==> src/rtl/sflash_cmd_pkg.sv <==
package sflash_cmd_pkg;
  localparam logic [7:0] CMD_LATCH_ON  = 8'h06;
  localparam logic [7:0] CMD_LATCH_OFF = 8'h04;
  localparam logic [7:0] CMD_STAT_RD   = 8'h05;
  localparam logic [7:0] CMD_STAT_WR   = 8'h01;
  localparam logic [7:0] CMD_PROGRAM   = 8'h02;
  localparam logic [7:0] CMD_SECT_ERS  = 8'hD8;
  localparam logic [7:0] CMD_BULK_ERS  = 8'hC7;
  localparam logic [7:0] CMD_ARRAY_RD  = 8'h03;

  localparam int STAT_BUSY = 0;
  localparam int STAT_WEL  = 1;
  localparam int STAT_PROT = 2;

  typedef enum logic [2:0] {
    JOB_IDLE, JOB_STAT, JOB_PROG, JOB_SECT, JOB_BULK
  } job_e;
endpackage

==> src/rtl/sflash_rx.sv <==
module sflash_rx #(
  parameter int CNT_W = 3
) (
  input  logic             clk,
  input  logic             rst_n,
  input  logic             sck,
  input  logic             cs_n,
  input  logic             sdi,
  output logic             bit_rise,
  output logic             byte_stb,
  output logic [7:0]       byte_val,
  output logic [CNT_W-1:0] byte_cnt,
  output logic             on_boundary,
  output logic             cs_rise
);
  localparam logic [CNT_W-1:0] CNT_TOP = '1;

  logic             sck_q, cs_q;
  logic [2:0]       bit_q, bit_d;
  logic [6:0]       sh_q, sh_d;
  logic [CNT_W-1:0] cnt_d;

  assign bit_rise    = sck & ~sck_q & ~cs_n;
  assign byte_stb    = bit_rise & (bit_q == 3'd7);
  assign byte_val    = {sh_q, sdi};
  assign on_boundary = (bit_q == 3'd0);
  assign cs_rise     = cs_n & ~cs_q;

  always_comb begin
    bit_d = bit_q;
    sh_d  = sh_q;
    cnt_d = byte_cnt;
    if (cs_n) begin
      bit_d = 3'd0;
      cnt_d = '0;
    end else if (bit_rise) begin
      bit_d = bit_q + 3'd1;
      sh_d  = {sh_q[5:0], sdi};
      if ((bit_q == 3'd7) && (byte_cnt != CNT_TOP)) cnt_d = byte_cnt + 1'b1;
    end
  end

  always_ff @(posedge clk or negedge rst_n) begin
    if (!rst_n) begin
      sck_q    <= 1'b0;
      cs_q     <= 1'b1;
      bit_q    <= 3'd0;
      sh_q     <= 7'd0;
      byte_cnt <= '0;
    end else begin
      sck_q    <= sck;
      cs_q     <= cs_n;
      bit_q    <= bit_d;
      sh_q     <= sh_d;
      byte_cnt <= cnt_d;
    end
  end
endmodule

==> src/rtl/sflash_array.sv <==
module sflash_array #(
  parameter int ADDR_W = 4,
  parameter int SECT_W = 2
) (
  input  logic              clk,
  input  logic              rst_n,
  input  logic              prog_en,
  input  logic [ADDR_W-1:0] prog_addr,
  input  logic [7:0]        prog_data,
  input  logic              sect_en,
  input  logic [SECT_W-1:0] sect_idx,
  input  logic              bulk_en,
  input  logic [ADDR_W-1:0] rd_addr,
  output logic [7:0]        rd_data
);
  localparam int DEPTH = 1 << ADDR_W;

  logic [DEPTH-1:0][7:0] words;

  for (genvar w = 0; w < DEPTH; w++) begin : g_word
    localparam logic [ADDR_W-1:0] WA = ADDR_W'(w);
    logic       hit_ers, hit_prog;
    logic [7:0] word_q, word_d;

    assign hit_ers  = bulk_en | (sect_en & (sect_idx == WA[ADDR_W-1 -: SECT_W]));
    assign hit_prog = prog_en & (prog_addr == WA);

    always_comb begin
      word_d = word_q;
      if (hit_ers)       word_d = 8'hFF;
      else if (hit_prog) word_d = word_q & prog_data;
    end

    always_ff @(posedge clk or negedge rst_n) begin
      if (!rst_n)                 word_q <= 8'hFF;
      else if (hit_ers | hit_prog) word_q <= word_d;
    end

    assign words[w] = word_q;
  end

  assign rd_data = words[rd_addr];
endmodule

==> src/rtl/sflash_ctrl.sv <==
module sflash_ctrl
  import sflash_cmd_pkg::*;
#(
  parameter int ADDR_W   = 4,
  parameter int SECT_W   = 2,
  parameter int CNT_W    = 3,
  parameter int WRSR_CYC = 300,
  parameter int PROG_CYC = 400,
  parameter int SECT_CYC = 500,
  parameter int BULK_CYC = 600
) (
  input  logic              clk,
  input  logic              rst_n,
  input  logic              cs_n,
  input  logic              bit_rise,
  input  logic              byte_stb,
  input  logic [7:0]        byte_val,
  input  logic [CNT_W-1:0]  byte_cnt,
  input  logic              on_boundary,
  input  logic              cs_rise,
  input  logic [7:0]        rd_data,
  output logic [ADDR_W-1:0] rd_addr,
  output logic              prog_en,
  output logic [ADDR_W-1:0] prog_addr,
  output logic [7:0]        prog_data,
  output logic              sect_en,
  output logic [SECT_W-1:0] sect_idx,
  output logic              bulk_en,
  output logic              so_data,
  output logic              so_en,
  output logic [7:0]        status
);
  localparam int MAX_A  = (WRSR_CYC > PROG_CYC) ? WRSR_CYC : PROG_CYC;
  localparam int MAX_B  = (SECT_CYC > BULK_CYC) ? SECT_CYC : BULK_CYC;
  localparam int MAX_C  = (MAX_A > MAX_B) ? MAX_A : MAX_B;
  localparam int TMR_W  = $clog2(MAX_C + 1);
  localparam int NSECT  = 1 << SECT_W;
  localparam logic [SECT_W:0] SECT_LIM = (SECT_W+1)'(NSECT);

  logic [7:0]        op_q, op_d, arg_q, arg_d, dat_q, dat_d;
  logic              wel_q, wel_d;
  logic [SECT_W-1:0] prot_q, prot_d;
  logic [TMR_W-1:0]  tmr_q, tmr_d;
  job_e              job_q, job_d;
  logic [ADDR_W-1:0] jaddr_q, jaddr_d, rptr_q, rptr_d;
  logic [7:0]        jdat_q, jdat_d, osh_q, osh_d;
  logic [2:0]        oidx_q, oidx_d;
  logic              oen_q, oen_d;
  logic              busy, finish, cmd_go, tgt_guarded, addr_phase;
  logic [SECT_W-1:0] tgt_sect;

  assign busy        = (tmr_q != '0);
  assign finish      = (tmr_q == TMR_W'(1));
  assign cmd_go      = cs_rise & on_boundary & ~busy & (byte_cnt != '0);
  assign tgt_sect    = arg_q[ADDR_W-1 -: SECT_W];
  assign tgt_guarded = (({1'b0, tgt_sect} + {1'b0, prot_q}) >= SECT_LIM);
  assign addr_phase  = byte_stb & (byte_cnt == CNT_W'(1));
  assign rd_addr     = addr_phase ? byte_val[ADDR_W-1:0] : rptr_q;

  always_comb begin
    status = 8'h00;
    status[STAT_BUSY] = busy;
    status[STAT_WEL]  = wel_q;
    status[STAT_PROT +: SECT_W] = prot_q;
  end

  always_comb begin
    op_d = op_q;   arg_d = arg_q;   dat_d = dat_q;
    wel_d = wel_q; prot_d = prot_q; tmr_d = tmr_q; job_d = job_q;
    jaddr_d = jaddr_q; jdat_d = jdat_q; rptr_d = rptr_q;
    osh_d = osh_q; oidx_d = oidx_q; oen_d = oen_q;
    prog_en = 1'b0; sect_en = 1'b0; bulk_en = 1'b0;

    // busy window and deferred effect
    if (busy) begin
      tmr_d = tmr_q - 1'b1;
      if (finish) begin
        case (job_q)
          JOB_STAT: prot_d  = jdat_q[STAT_PROT +: SECT_W];
          JOB_PROG: prog_en = 1'b1;
          JOB_SECT: sect_en = 1'b1;
          JOB_BULK: bulk_en = 1'b1;
          default:  ;
        endcase
        wel_d = 1'b0;
        job_d = JOB_IDLE;
      end
    end

    // output serializer
    if (oen_q && bit_rise) begin
      oidx_d = oidx_q - 3'd1;
      if ((oidx_q == 3'd0) && (op_q == CMD_ARRAY_RD)) begin
        osh_d  = rd_data;
        rptr_d = rptr_q + 1'b1;
      end
    end

    // byte capture
    if (byte_stb) begin
      if (byte_cnt == '0) begin
        op_d = byte_val;
        if (byte_val == CMD_STAT_RD) begin
          oen_d  = 1'b1;
          oidx_d = 3'd7;
        end
      end else if (byte_cnt == CNT_W'(1)) begin
        arg_d = byte_val;
        if ((op_q == CMD_ARRAY_RD) && !busy) begin
          osh_d  = rd_data;
          rptr_d = byte_val[ADDR_W-1:0] + 1'b1;
          oen_d  = 1'b1;
          oidx_d = 3'd7;
        end
      end else if (byte_cnt == CNT_W'(2)) begin
        dat_d = byte_val;
      end
    end

    if (cs_n) oen_d = 1'b0;

    // commit at select release
    if (cmd_go) begin
      case (op_q)
        CMD_LATCH_ON:  wel_d = 1'b1;
        CMD_LATCH_OFF: wel_d = 1'b0;
        CMD_STAT_WR: if (wel_q && (byte_cnt >= CNT_W'(2))) begin
          job_d = JOB_STAT; jdat_d = arg_q; tmr_d = TMR_W'(WRSR_CYC);
        end
        CMD_PROGRAM: if (wel_q && (byte_cnt >= CNT_W'(3)) && !tgt_guarded) begin
          job_d = JOB_PROG; jaddr_d = arg_q[ADDR_W-1:0]; jdat_d = dat_q;
          tmr_d = TMR_W'(PROG_CYC);
        end
        CMD_SECT_ERS: if (wel_q && (byte_cnt >= CNT_W'(2)) && !tgt_guarded) begin
          job_d = JOB_SECT; jaddr_d = arg_q[ADDR_W-1:0]; tmr_d = TMR_W'(SECT_CYC);
        end
        CMD_BULK_ERS: if (wel_q && (prot_q == '0)) begin
          job_d = JOB_BULK; tmr_d = TMR_W'(BULK_CYC);
        end
        default: ;
      endcase
    end
  end

  always_ff @(posedge clk or negedge rst_n) begin
    if (!rst_n) begin
      op_q <= 8'h00; arg_q <= 8'h00; dat_q <= 8'h00;
      wel_q <= 1'b0; prot_q <= '0; tmr_q <= '0; job_q <= JOB_IDLE;
      jaddr_q <= '0; jdat_q <= 8'h00; rptr_q <= '0;
      osh_q <= 8'h00; oidx_q <= 3'd7; oen_q <= 1'b0;
    end else begin
      op_q <= op_d; arg_q <= arg_d; dat_q <= dat_d;
      wel_q <= wel_d; prot_q <= prot_d; tmr_q <= tmr_d; job_q <= job_d;
      jaddr_q <= jaddr_d; jdat_q <= jdat_d; rptr_q <= rptr_d;
      osh_q <= osh_d; oidx_q <= oidx_d; oen_q <= oen_d;
    end
  end

  assign prog_addr = jaddr_q;
  assign prog_data = jdat_q;
  assign sect_idx  = jaddr_q[ADDR_W-1 -: SECT_W];
  assign so_en     = oen_q;
  assign so_data   = (op_q == CMD_STAT_RD) ? status[oidx_q] : osh_q[oidx_q];
endmodule

==> src/rtl/sflash_cmd_guard.sv <==
module sflash_cmd_guard #(
  parameter int ADDR_W   = 4,
  parameter int SECT_W   = 2,
  parameter int WRSR_CYC = 300,
  parameter int PROG_CYC = 400,
  parameter int SECT_CYC = 500,
  parameter int BULK_CYC = 600
) (
  input  logic clk,
  input  logic rst_n,
  input  logic sck,
  input  logic cs_n,
  input  logic sdi,
  output logic so_data,
  output logic so_en
);
  localparam int CNT_W = 3;

  logic [1:0]        rst_pipe;
  logic              rst_core_n;
  logic              bit_rise, byte_stb, on_boundary, cs_rise;
  logic [7:0]        byte_val, rd_data, prog_data, status_w;
  logic [CNT_W-1:0]  byte_cnt;
  logic [ADDR_W-1:0] rd_addr, prog_addr;
  logic [SECT_W-1:0] sect_idx;
  logic              prog_en, sect_en, bulk_en;

  always_ff @(posedge clk or negedge rst_n) begin
    if (!rst_n) rst_pipe <= 2'b00;
    else        rst_pipe <= {rst_pipe[0], 1'b1};
  end
  assign rst_core_n = rst_pipe[1];

  sflash_rx #(.CNT_W(CNT_W)) u_rx (
    .clk(clk), .rst_n(rst_core_n), .sck(sck), .cs_n(cs_n), .sdi(sdi),
    .bit_rise(bit_rise), .byte_stb(byte_stb), .byte_val(byte_val),
    .byte_cnt(byte_cnt), .on_boundary(on_boundary), .cs_rise(cs_rise)
  );

  sflash_ctrl #(
    .ADDR_W(ADDR_W), .SECT_W(SECT_W), .CNT_W(CNT_W),
    .WRSR_CYC(WRSR_CYC), .PROG_CYC(PROG_CYC),
    .SECT_CYC(SECT_CYC), .BULK_CYC(BULK_CYC)
  ) u_ctrl (
    .clk(clk), .rst_n(rst_core_n), .cs_n(cs_n),
    .bit_rise(bit_rise), .byte_stb(byte_stb), .byte_val(byte_val),
    .byte_cnt(byte_cnt), .on_boundary(on_boundary), .cs_rise(cs_rise),
    .rd_data(rd_data), .rd_addr(rd_addr),
    .prog_en(prog_en), .prog_addr(prog_addr), .prog_data(prog_data),
    .sect_en(sect_en), .sect_idx(sect_idx), .bulk_en(bulk_en),
    .so_data(so_data), .so_en(so_en), .status(status_w)
  );

  sflash_array #(.ADDR_W(ADDR_W), .SECT_W(SECT_W)) u_array (
    .clk(clk), .rst_n(rst_core_n),
    .prog_en(prog_en), .prog_addr(prog_addr), .prog_data(prog_data),
    .sect_en(sect_en), .sect_idx(sect_idx), .bulk_en(bulk_en),
    .rd_addr(rd_addr), .rd_data(rd_data)
  );
endmodule

==> config.mk <==
export PLATFORM = sky130hd
export DESIGN_NAME = sflash_cmd_guard
export DESIGN_NICKNAME = d
export VERILOG_FILES = /design/src/rtl/sflash_cmd_pkg.sv /design/src/rtl/sflash_rx.sv /design/src/rtl/sflash_array.sv /design/src/rtl/sflash_ctrl.sv /design/src/rtl/sflash_cmd_guard.sv
export SDC_FILE = /design/constraint.sdc
export NUM_CORES = 1
export LEC_CHECK = 0
export BUFFER_PORTS_ARGS = -buffer_cell sky130_fd_sc_hd__buf_4
export CELL_PAD_IN_SITES_DETAIL_PLACEMENT = 1
export CELL_PAD_IN_SITES_GLOBAL_PLACEMENT = 1
export CORE_AREA = 2 2 149 151
export DETAILED_ROUTE_END_ITERATION = 10
export DIE_AREA = 0 0 151 153
export GPL_ROUTABILITY_DRIVEN = 0
export GPL_TIMING_DRIVEN = 0
export HOLD_SLACK_MARGIN = 0.15
export PLACE_DENSITY = 0.78
export SLEW_MARGIN = 20
export SYNTH_ARGS = -nofsm -noshare
export SYNTH_HDL_FRONTEND = slang
export SYNTH_HIERARCHICAL = 1
export SYNTH_SLANG_ARGS = --single-unit
==> constraint.sdc <==
create_clock -name clk -period 18.25 [get_ports clk]
set_clock_uncertainty 0.05 [all_clocks]
set_input_delay 0.9125 -clock clk [delete_from_list [all_inputs] [get_ports clk]]
set_output_delay 0.9125 -clock clk [all_outputs]
set_load 0.005 [all_outputs]
# Yosys cells after proc, flatten, opt, wreduce, memory -nomap -nowiden
# Index checks and enable logic that the tools add are counted.
# totals
register_bits	213
latchBits	0
ram_bits	0
romBits	0
in_bits	5
elab_cells	327
memories	0
# op_classes
n_addsub	7
n_mul	0
div_mod_pow	0
n_lt_le_gt_ge	5
n_eq_ne	40
shifts	0
mux	103
n_bitwise	70
reduce_logical	67
# op_table
op	count
$mux W8	41
$and A8 B8 Y8	16
$mux W10	6
$mux W3	18
$reduce_bool A2 Y1	21
$pmux W10 S4	1
$reduce_and A2 Y1	19
$mux W4	9
$bmux W8 S4	1
$eq A4 B4 Y1 const B	8
$eq A8 B3 Y1 const B	4
$and A1 B1 Y1	28
$mux W1	21
$or A1 B1 Y1	20
$eq A4 B3 Y1 const B	4
$eq A8 B2 Y1 const B	2
$eq A8 B8 Y1 const B	2
$pmux W8 S2	1
$reduce_and A4 Y1	4
$pmux W3 S4	1
$eq A10 B1 Y1 const B	1
$reduce_bool A10 Y1	1
$sub A10 B1 Y10 const B	1
$eq A3 B2 Y1 const B	3
other kinds (28)	59

# Logic depth before layout (Yosys ltp)
# depth
depth_word	14
ltp_mapped	15
ltp_nobuf	10

# By module
# The synthesis kept the hierarchy.
# modules_own_cells
module	n_inst	cells_per_inst	area_per_inst_um2	seq_area_each_um2
sflash_array	1	523	6149.6	3363.2
sflash_ctrl	1	330	3628.5	1705.4
sflash_rx	1	49	709.4	376.6
sflash_cmd_guard	1	3	53.8	50.0

# Least setup slack after synthesis
# No wires, ideal clock.
# synth_path
path_kind	input to register
startpoint	input port sck
endpoint	register u_ctrl.osh_q[3]
arrival_ps	3382
required_time_ps	18075
setup_slack_ps	14693
stages	14
n_path_buf	4
cell_sequence	nor2b_4 > nor2b_4 > buf_6 > and2_1 > and3_1 > clkbuf_1 > nand2_1 > nand2_1 > buf_2 > buf_4 > mux4_2 > a22oi_1 > nand2_1 > mux2_2
# synth_via
elab_chain_cells	13
elab_cells_between_ends	14
classes_between	mux (9); bitwise (4); reduce/logical (1)
# synth_rtl
item	line_no	text
start: declaration	sflash_cmd_guard.sv:11	input logic sck,
$and A1 B1 Y1 * (2 in series)	sflash_rx.sv:23	assign bit_rise = sck & ~sck_q & ~cs_n;
net bit_rise	sflash_cmd_guard.sv:21	logic bit_rise, byte_stb, on_boundary, cs_rise;
$and A1 B1 Y1 *	sflash_rx.sv:24	assign byte_stb = bit_rise & (bit_q == 3'd7);
net byte_stb	sflash_cmd_guard.sv:21	
$and A1 B1 Y1 *	sflash_ctrl.sv:57	assign addr_phase = byte_stb & (byte_cnt == CNT_W'(1));
$mux W4 *	sflash_ctrl.sv:58	assign rd_addr = addr_phase ? byte_val[ADDR_W-1:0] : rptr_q;
net rd_addr[1]	sflash_cmd_guard.sv:24	logic [ADDR_W-1:0] rd_addr, prog_addr;
$bmux W8 S4 *	sflash_array.sv:42	assign rd_data = words[rd_addr];
$mux W8 (implied by the code) *	sflash_array.sv:42	
net rd_data[3]	sflash_cmd_guard.sv:22	logic [7:0] byte_val, rd_data, prog_data, status_w;
$mux W8	sflash_ctrl.sv:93	if ((oidx_q == 3'd0) && (op_q == CMD_ARRAY_RD)) begin
$mux W8	sflash_ctrl.sv:91	if (oen_q && bit_rise) begin
$mux W8	sflash_ctrl.sv:109	if ((op_q == CMD_ARRAY_RD) && !busy) begin
$mux W8	sflash_ctrl.sv:107	end else if (byte_cnt == CNT_W'(1)) begin
$mux W8	sflash_ctrl.sv:101	if (byte_cnt == '0) begin
$mux W8 *	sflash_ctrl.sv:100	if (byte_stb) begin
net u_ctrl.osh_d[3]	sflash_ctrl.sv:46	logic [7:0] jdat_q, jdat_d, osh_q, osh_d;
end signal: assignment	sflash_ctrl.sv:155	osh_q <= osh_d; oidx_q <= oidx_d; oen_q <= oen_d;
end: declaration	sflash_ctrl.sv:46	
# The timed path passes the listed nets; every way through them passes the cells marked *. The select of a mux whose other input is x is not followed.
# A chain may end at the register's enable or synchronous reset.

# Worst setup path in the final report
# layout_path
startpoint	input port sck
endpoint	register u_ctrl.osh_q[4]
# Same word-level chain as after synthesis.

==> summary.md <==
| Metric | Value |
|---|---|
| Status | completed |
| Mapped Cells | 898 |
| Fin area | 11800 um2 |
| Register area | 5500 um2 |
| Width of the die | about 150 um |
| DIE HEIGHT | 153 um |
| Measured slew at the worst slew-check pin | 0.860 ns |
| Max Cap Viol | 0 |
| Pins over their slew limit | 0 |
| Ant diodes | 0 |
| Vias in the first global route | about 8400 |
| Power per cell area | 85.3 nW/um2 |
| Initial antenna violation count | 0 |
| Pleak | 5.42 nW |
| Area of the multi-input gates | 4580 um2 |
| Post-CTS Setup Bufs | 0 |
| Period utilization | 23.2% |
| First-pass GRT wire length | 47500 um |
| Core Util, Final | 54.8% |
| Placed inst area | 11000 um2 |
| WP data arrival | 4.60 ns |
| CTS sink count | 213 |
| Detailed-route DRC error count | 0 |
| Syn Nets | ~900 |
| Min cycle time layout | 4.23 ns |
| Worst-Skew Late Latency | 0.54 ns |
| Starting Density | about half |
| CTS root buf | clkbuf_16 |
| DR pass1 iterations | 5 |
| Avg Vias per Cell | 6.13 |
| Worst VDD drop | 0.0647 mV |
| GR Util All Layers | a little over a quarter |
| Core area | 21500 um2 |
| CP Capture Type | flip-flop |
| Final wirelength | about 30000 um |
| Num CTS Buffers | 24 |
| Number of setup violations in the final report | 0 |
| HPWL after DPL | 19900 um |
| DRT iter0 DRCs | around 470 |
| Worst slew margin | approximately two fifths |
| Synth warnings | 6 |
| Crit Path Category | in -> reg |
| Wirelength per Cell | 24.1 um |
| Worst Path Max Fanout | 11 |
| IO buf count | 6 |
| WHS | 0.265 ns |
| Startpoint Class | input port |
| Required time worst endpoint | 18.63 ns |
| Largest net degree at the start of global routing | 53 |
| Final nets | 954 |
| CTS tree | built |
| Count of final hold-check violations | 0 |
| Vias | 7549 |
| Die footprint | 23100 um2 |
| Synth-to-Final Area Change | 12.2% |
| DP Worst Slack | 13.59 ns |
| Worst-path clk slew | 0.06 ns |
| Final setup margin | roughly 14 ns |
| Worst hold path type | reg -> async |
| Cell Rows | 54 |
| Fill count | between 2000 and 2500 |
| Deepest clock path buffer count | 3 |
| I/O pins | 7 |
| Fmax | 0.237 GHz |
| Setup TNS | 0 ns |
| Layout cells sized above 1 | 30.4% |
| # resized after CTS | 0 |
| Post-Syn Area | 10500 um2 |
| RSZ-0062 raised after global routing | no |
| GRT overflow | 0 |
| Syn avg cell area | 11.7 um2 |
| Routed Antenna Nets | 0 |
| H-tree depth | 1 |
==> per-stage QoR <==
stage          power [mW]  cells
2_1_floorplan       0.520    898
3_5_place_dp        0.537   1188
4_1_cts              1.02   1231
3_3_place_gp        0.531   1184
6_report             1.00   1231
5_1_grt              1.04   1231
==> where the power goes <==
group	leakage (nW)	internal, mW	total (mW)	switching (mW)
combinational	2.62	0.0163	0.0305	0.0142
sequential	2.42	0.482	0.499	0.0170
clock	0.382	0.282	0.476	0.194
==> metal layers <==
metal  wire length, um  share of wire [%]  up-vias  global-route usage [%]
met4               818                2.8        0                    8.10
met5                 0                  0        -                       0
met2             14400                 49      176                    43.7
met3              1490                5.0       61                    4.66
li1                  -                  -     3338                       -
met1             12900                 44     3974                    37.0
==> worst max-delay path, stage by stage <==
cell and delay (ns):
buf_4 0.09, nor2b_4 0.21, nor2b_4 0.17, buf_6 0.18, and2_1 0.20, and3_1 0.18, clkbuf_1 0.40, nand2_1 0.16
nand2_1 0.09, buf_2 0.28, buf_4 0.31, buf_6 0.21, mux4_1 0.36, a22oi_1 0.46, nand2_1 0.11, mux2_2 0.28
==> what timing repair did <==
item / in CTS / in global routing
hold buffers: 1 / 0
endpoints found under the setup margin: 0 / 0
hold endpoints to repair: 2 / 0
==> final cells by class <==
type,count,share of cell area [%]
tap,280,2.97
sequential,213,46.7
inverter,11,0.351
buffer,75,3.18
multi-input combinational,599,38.9
clock buffer,40,6.47
timing repair buffer,11,1.34
clock inverter,2,0.0850
==> cells in the final DEF (no fill, tap or decap), drive strengths merged, types with 2 or more instances in the layout <==
master  count
clkbuf     87
buf        38
a21oi       5
nand4b      2
xnor2       8
and2        2
nand4       4
mux4       35
o31ai     128
or3         2
inv        11
o21ai       9
xor2        8
nand3      12
ha         14
and3        6
dfstp     132
and4bb      2
a22oi      17
mux2       53
clkinv      2
a31oi       6
nand2     194
dfrtp      81
or2         3
nand2b      3
nor3b       2
nor4        3
mux2i       9
o211ai      2
nor2b       9
nor3       11
nor2       26
nand3b      6
nor4b       3
or4         4
==> flip-flops by register name (all words and copies together) (netlist names), 7 cells and up <==
register               flops
u_ctrl/tmr_q              10
u_ctrl/osh_q               8
u_ctrl/dat_q               8
u_ctrl/prog_data           8
u_ctrl/arg_q               8
u_rx/sh_q                  7
u_array/g_word.word_q    128
u_ctrl/op_q                8
==> final timing paths <==
| path | cells after the start | slack (ns) | end | from |
|---|---|---|---|---|
| hold reg to reg | 0 | 0.26 | u_ctrl/arg_q[6] | rst_pipe[1] |
| min in group clk | 0 | 0.29 | rst_pipe[1] | rst_pipe[0] |
| max in group asynchronous | 4 | 16.40 | u_array/g_word[3].word_q[3] | rst_pipe[1] |
| setup / recovery | 16 | 14.02 | u_ctrl/osh_q[4] | sck |
| setup reg to reg | 15 | 14.12 | u_ctrl/osh_q[4] | u_rx/sck_q |
| hold / removal | 0 | 0.26 | u_ctrl/arg_q[6] | rst_pipe[1] |
(Power assumes the default switching activity.)
